<file path="config.mk">
export PLATFORM = sky130hd
export DESIGN_NAME = tm_seq
export DESIGN_NICKNAME = d
export VERILOG_FILES = /design/src/rtl/tm_seq.sv
export SDC_FILE = /design/constraint.sdc
export NUM_CORES = 2
export LEC_CHECK = 0
export BUFFER_PORTS_ARGS = -buffer_cell sky130_fd_sc_hd__buf_2
export CORE_MARGIN = 8
export CORE_UTILIZATION = 45
export CTS_CLUSTER_DIAMETER = 200
export DETAILED_ROUTE_END_ITERATION = 8
export GPL_ROUTABILITY_DRIVEN = 0
export PLACE_DENSITY = 0.68
export SLEW_MARGIN = 40
export SYNTH_ARGS = -nofsm -noshare
export SYNTH_HDL_FRONTEND = slang
export SYNTH_SLANG_ARGS = --single-unit
</file>
<file path="constraint.sdc">
create_clock -name clk -period 2.5 [get_ports clk]
set_input_delay 0.375 -clock clk [delete_from_list [all_inputs] [get_ports clk]]
set_output_delay 0.375 -clock clk [all_outputs]
set_load 0.005 [all_outputs]
</file>
<file path="src/rtl/tm_seq.sv">
module tm_seq #(
  parameter int HEAD_W = 8,
  parameter int SYM_W  = 4,
  parameter int ST_W   = 8,
  parameter int CFG_W  = 4,
  parameter int IN_W   = 2,
  localparam int DEPTH = 1 << HEAD_W,
  localparam int XA_W  = 1 + CFG_W + ST_W + SYM_W,
  localparam int XW_W  = ST_W + SYM_W + 4
) (
  input  logic              clk,
  input  logic              rst_n,
  input  logic              bank_sel,
  input  logic [CFG_W-1:0]  cfg,
  input  logic              sym_valid,
  input  logic [IN_W-1:0]   sym,
  output logic [XA_W-1:0]   xlat_addr,
  input  logic [XW_W-1:0]   xlat_rdata,
  output logic [ST_W-1:0]   state_q,
  output logic [HEAD_W-1:0] head_q,
  output logic [SYM_W-1:0]  cell_q,
  output logic              halted,
  output logic              waiting
);
  localparam int F_WE  = ST_W + SYM_W;
  localparam int F_UP  = F_WE + 1;
  localparam int F_MV  = F_WE + 2;
  localparam int F_SRC = F_WE + 3;

  localparam logic [1:0] PH_RD = 2'b00;
  localparam logic [1:0] PH_LK = 2'b01;
  localparam logic [1:0] PH_WR = 2'b11;
  localparam logic [1:0] PH_UP = 2'b10;

  logic [1:0]       ph;
  logic [SYM_W-1:0] in_q;
  logic [XW_W-1:0]  word_q;
  logic             src_q;
  logic             adv;
  logic [SYM_W-1:0] tape [DEPTH];

  assign halted    = &state_q;
  assign waiting   = (ph == PH_RD) && src_q && !halted;
  assign adv       = !halted && ((ph != PH_RD) || !src_q || sym_valid);
  assign cell_q    = tape[head_q];
  assign xlat_addr = {bank_sel, cfg, state_q, in_q};

  always_ff @(posedge clk) begin
    if (!rst_n) begin
      ph      <= PH_RD;
      in_q    <= '0;
      word_q  <= '0;
      src_q   <= 1'b0;
      state_q <= '0;
      head_q  <= '0;
      for (int i = 0; i < DEPTH; i++) tape[i] <= '0;
    end else begin
      if (adv) ph <= {ph[0], ~ph[1]};
      if (adv && ph == PH_RD)
        in_q <= src_q ? SYM_W'(sym) : tape[head_q];
      if (ph == PH_WR) begin
        word_q <= xlat_rdata;
        if (xlat_rdata[F_WE]) tape[head_q] <= xlat_rdata[F_WE-1:ST_W];
      end
      if (ph == PH_UP) begin
        state_q <= word_q[ST_W-1:0];
        src_q   <= word_q[F_SRC];
        if (word_q[F_MV])
          head_q <= word_q[F_UP] ? head_q + HEAD_W'(1) : head_q - HEAD_W'(1);
      end
    end
  end


  state_hold_chk: assert property (@(posedge clk) disable iff (!rst_n)
    (ph != PH_UP) |=> $stable(state_q));


  head_step_chk: assert property (@(posedge clk) disable iff (!rst_n)
    (head_q != $past(head_q)) |->
      ((head_q == $past(head_q) + HEAD_W'(1)) || (head_q == $past(head_q) - HEAD_W'(1))));


  stall_chk: assert property (@(posedge clk) disable iff (!rst_n)
    (waiting && !sym_valid) |=> (waiting && $stable(state_q)));


  halt_freeze_chk: assert property (@(posedge clk) disable iff (!rst_n)
    halted |=> (halted && $stable(state_q) && $stable(head_q) && $stable(cell_q)));
endmodule

</file>
==> impl_results.md <==
* Row count at 120
* Max IR drop VDD at 0.000577 V
* Crit-path max FO at 8
* Area contributors post-synth: edfxtp_1 (64%), mux4_2 (11%), nor2_1 (8.1%)
* Final WL at 143000 um
* Most frequent cell on the critical path: buf_16
* FF+latch count, synth at 1066
* Asr flop ratio synth at 0%
* CP Cell Sequence: buf_12 > buf_16 > buf_16 > mux4_2 > a22oi_2 > a21oi_2 > o211ai_1 > nand4_1 > buf_4 > nand2b_4 > buf_6
* Post-synthesis sequential area ratio at 65.7%
* Slowest-stage cell, CP: mux4_2
* Ys Warns at 0
* Leakage at 0.0199 uW
* Vias per Instance at 6.00
* Max Freq at 248 MHz
* RSZ-0062 raised after global routing: yes
* FF-to-FF End: in_q[0]$_SDFFE_PN0P_
* Largest net degree at the start of global routing at 182
* Starting Density at 45.2%
* Seq. cell area at 31600 um^2
* Average wire per standard cell at 25.8 um
* DPL Wire Length at 98000 um
* Endpoints failing setup at 11
* Clock sinks at 1066
* Clock-pin transition on the worst setup and hold timing paths at 60 ps
* Ys flop type: edfxtp_1
* Actual slew at the worst max-slew pin at 892 ps
* Reg-to-reg setup timing slack at -620 ps
* Failing checks: setup timing
* Clk Latency, worst-skew pair at 710 ps
* Floorplan Core Area at 106000 um^2
* H-tree Lvls at 3
* Pre-CTS setup slack at -1130 ps
* Crit start category: flip-flop
* Final worst path period share at 161%
* CTS tree: yes
* Final Critical Period at 4030 ps
* Clock Path Buffers at 3
* Synth Net Count at 3599
* Antenna Nets Post-Route at 0
* Reg2Reg Depth at 12
* Critical path data required time at 2120 ps
* Worst EP arrival at 3660 ps
* Multi-input gate area in the final layout at 15100 um^2
* Worst hold start: sym[0]
* Remaining DRCs at 0
* Die height at 343 um
* Hold Fails Final Rpt at 0
* Most common cell after layout, fill and taps aside: nor2_1
* Port bufs at 54
* Hold depth at 4
* Worst Setup Path Type: flip-flop to output pin
* Max Transition Viols Final at 0
* Mapped Area at 48100 um^2
* Vias in the first global route at 32800
* Initial antenna violation count at 4
* Layout filler cell count at 8290
* Routed via count at 33400
* Share of cells above drive strength 1 at 29.5%
* Worst path max stage delay at 510 ps
* Status: finished with violations
* P&R area growth vs syn at 21.6%
* Worst hold path class: primary input to flip-flop
* CP Capture Type: output pin
* Total CTS buffers at 107
* I/O pin count at 65
* Skew final at 31.2 ps
* GRT Util Overall at 23.9%
* Initial DRC Count at 4532
* Total Nets Final at 4103
* Die Span X at 343 um
* Root Buffer: clkbuf_16
* Top cell type's share of synthesized area at 64.0%
* Hold EP: in_q[0]$_SDFFE_PN0P_
* Most frequent cells in the layout: nor2_1 (1028), edfxtp_1 (1024), buf_4 (610)
* Average size of a mapped cell at 13.5 um^2
* Max-Slew Margin vs Limit at 40.5%
* First-pass DRT Iterations at 6
* First-pass GRT wire length at 211000 um
* EDFF count, synth at 1024
* PwrDens at 649 nW/um^2
* Area leader, netlist: edfxtp_1
* Maxcap violations at 0
* Distinct cells, synth at 69
* Post-layout util at 54.9%
* Total congestion overflow at 0
* Die area at 118000 um^2
* Synthesized instance count at 3566
* Final worst slack at -1530 ps
[worst max path at each step]
| stage | from | end | slack [ps] | depth (start not counted) |
|---|---|---|---|---|
| 2_1_floorplan | flip-flop | cell_q[1] | -160 | 8 |
| 3_3_place_gp | flip-flop | cell_q[2] | -1310 | 10 |
| 3_5_place_dp | flip-flop | cell_q[0] | -1130 | 10 |
| 4_1_cts | flip-flop | cell_q[0] | -1560 | 12 |
| 5_1_grt | flip-flop | cell_q[3] | -1600 | 13 |
| 6_report | flip-flop | cell_q[0] | -1530 | 11 |
[metal layers]
| metal | vias to the layer above | global-route usage [%] | routed length [um] |
|---|---|---|---|
| li1 | 14100 | - | - |
| met1 | 16800 | 32.4 | 54400 |
| met2 | 2166 | 38.3 | 67200 |
| met3 | 340 | 4.41 | 16000 |
| met4 | 0 | 9.34 | 5710 |
| met5 | - | 0 | 0 |
[layout make-up]
class	instances	area share [%]
Antenna cell	3	0.0128
Clock buffer	135	4.95
Clock inverter	60	0.961
Inverter	7	0.0449
Multi-Input combinational cell	2134	25.9
Sequential cell	1066	54.1
Tap cell	1403	3.00
Timing Repair Buffer	754	11.1
[metrics by stage]
step	area [um^2]	setup TNS [ps]	power, uW	instances	hold WS (ps)
4_1_cts	58200	-8200	38000	5547	94.3
5_1_grt	58500	-8730	38800	5559	134
3_5_place_dp	54100	-7870	22100	5319	446
3_3_place_gp	54100	-8240	22100	5319	436
2_1_floorplan	48200	-258	21300	3566	432
6_report	58500	-8270	38000	5562	117
[logic make-up (layout without fill, tap and decap cells)]
logic type                 count (synthesis)  after routing  share of synthesized area [%]
and+or+nand+nor                         1379           1379                           11.6
xor gates and xnor gates                   6              6                          0.109
muxes                                    313            313                           13.5
buffers and inverters                    366            956                           3.67
other                                      0              3                              0
DFF                                     1066           1066                           65.7
AOI/OAI and AO/OA                        429            429                           5.20
adders and majority gates                  7              7                          0.198
[where the power goes]
part	switching [uW]	total (uW)	internal (uW)
Sequential	223	20300	20100
Combinational	860	1560	705
Clock	6970	16100	9110
[critical path, delay by kind of cell (launching register included)]
| kind | cells | cell delay (ps) |
|---|---|---|
| multiplexers | 1 | 510 |
| AO/OA/AOI/OAI | 3 | 670 |
| buffers and inverters | 5 | 850 |
| flip-flops | 1 | 400 |
| AND/OR/NAND/NOR | 2 | 510 |
[flip-flops by register name (all words and copies together), names as in the netlist, named ones only]
signal	flops
state_q	8
tape	1024
in_q	4
word_q	11
src_q	1
ph	2
head_q	8
[synth_stat cells, drive strengths merged, types with 19 or more instances]
| master | n |
|---|---|
| a22oi | 33 |
| a21oi | 53 |
| clkbuf | 273 |
| nor2b | 19 |
| nor3 | 23 |
| dfxtp | 42 |
| nor2 | 1031 |
| and2 | 52 |
| buf | 86 |
| mux4 | 259 |
| edfxtp | 1024 |
| mux2i | 49 |
| o21ai | 267 |
| nand3 | 36 |
| nand2 | 172 |
[what timing repair did]
| item | CTS | global route |
|---|---|---|
| hold endpoints to repair | 12 | 0 |
| setup endpoints to repair | 12 | 95 |
| gates resized for setup | 63 | 67 |
| pin swaps | 11 | 13 |
| buffers inserted | 20 | 12 |
| hold buffers | 12 | 0 |
| cloned | 2 | 2 |
Power figures use the tool's default switching activity.
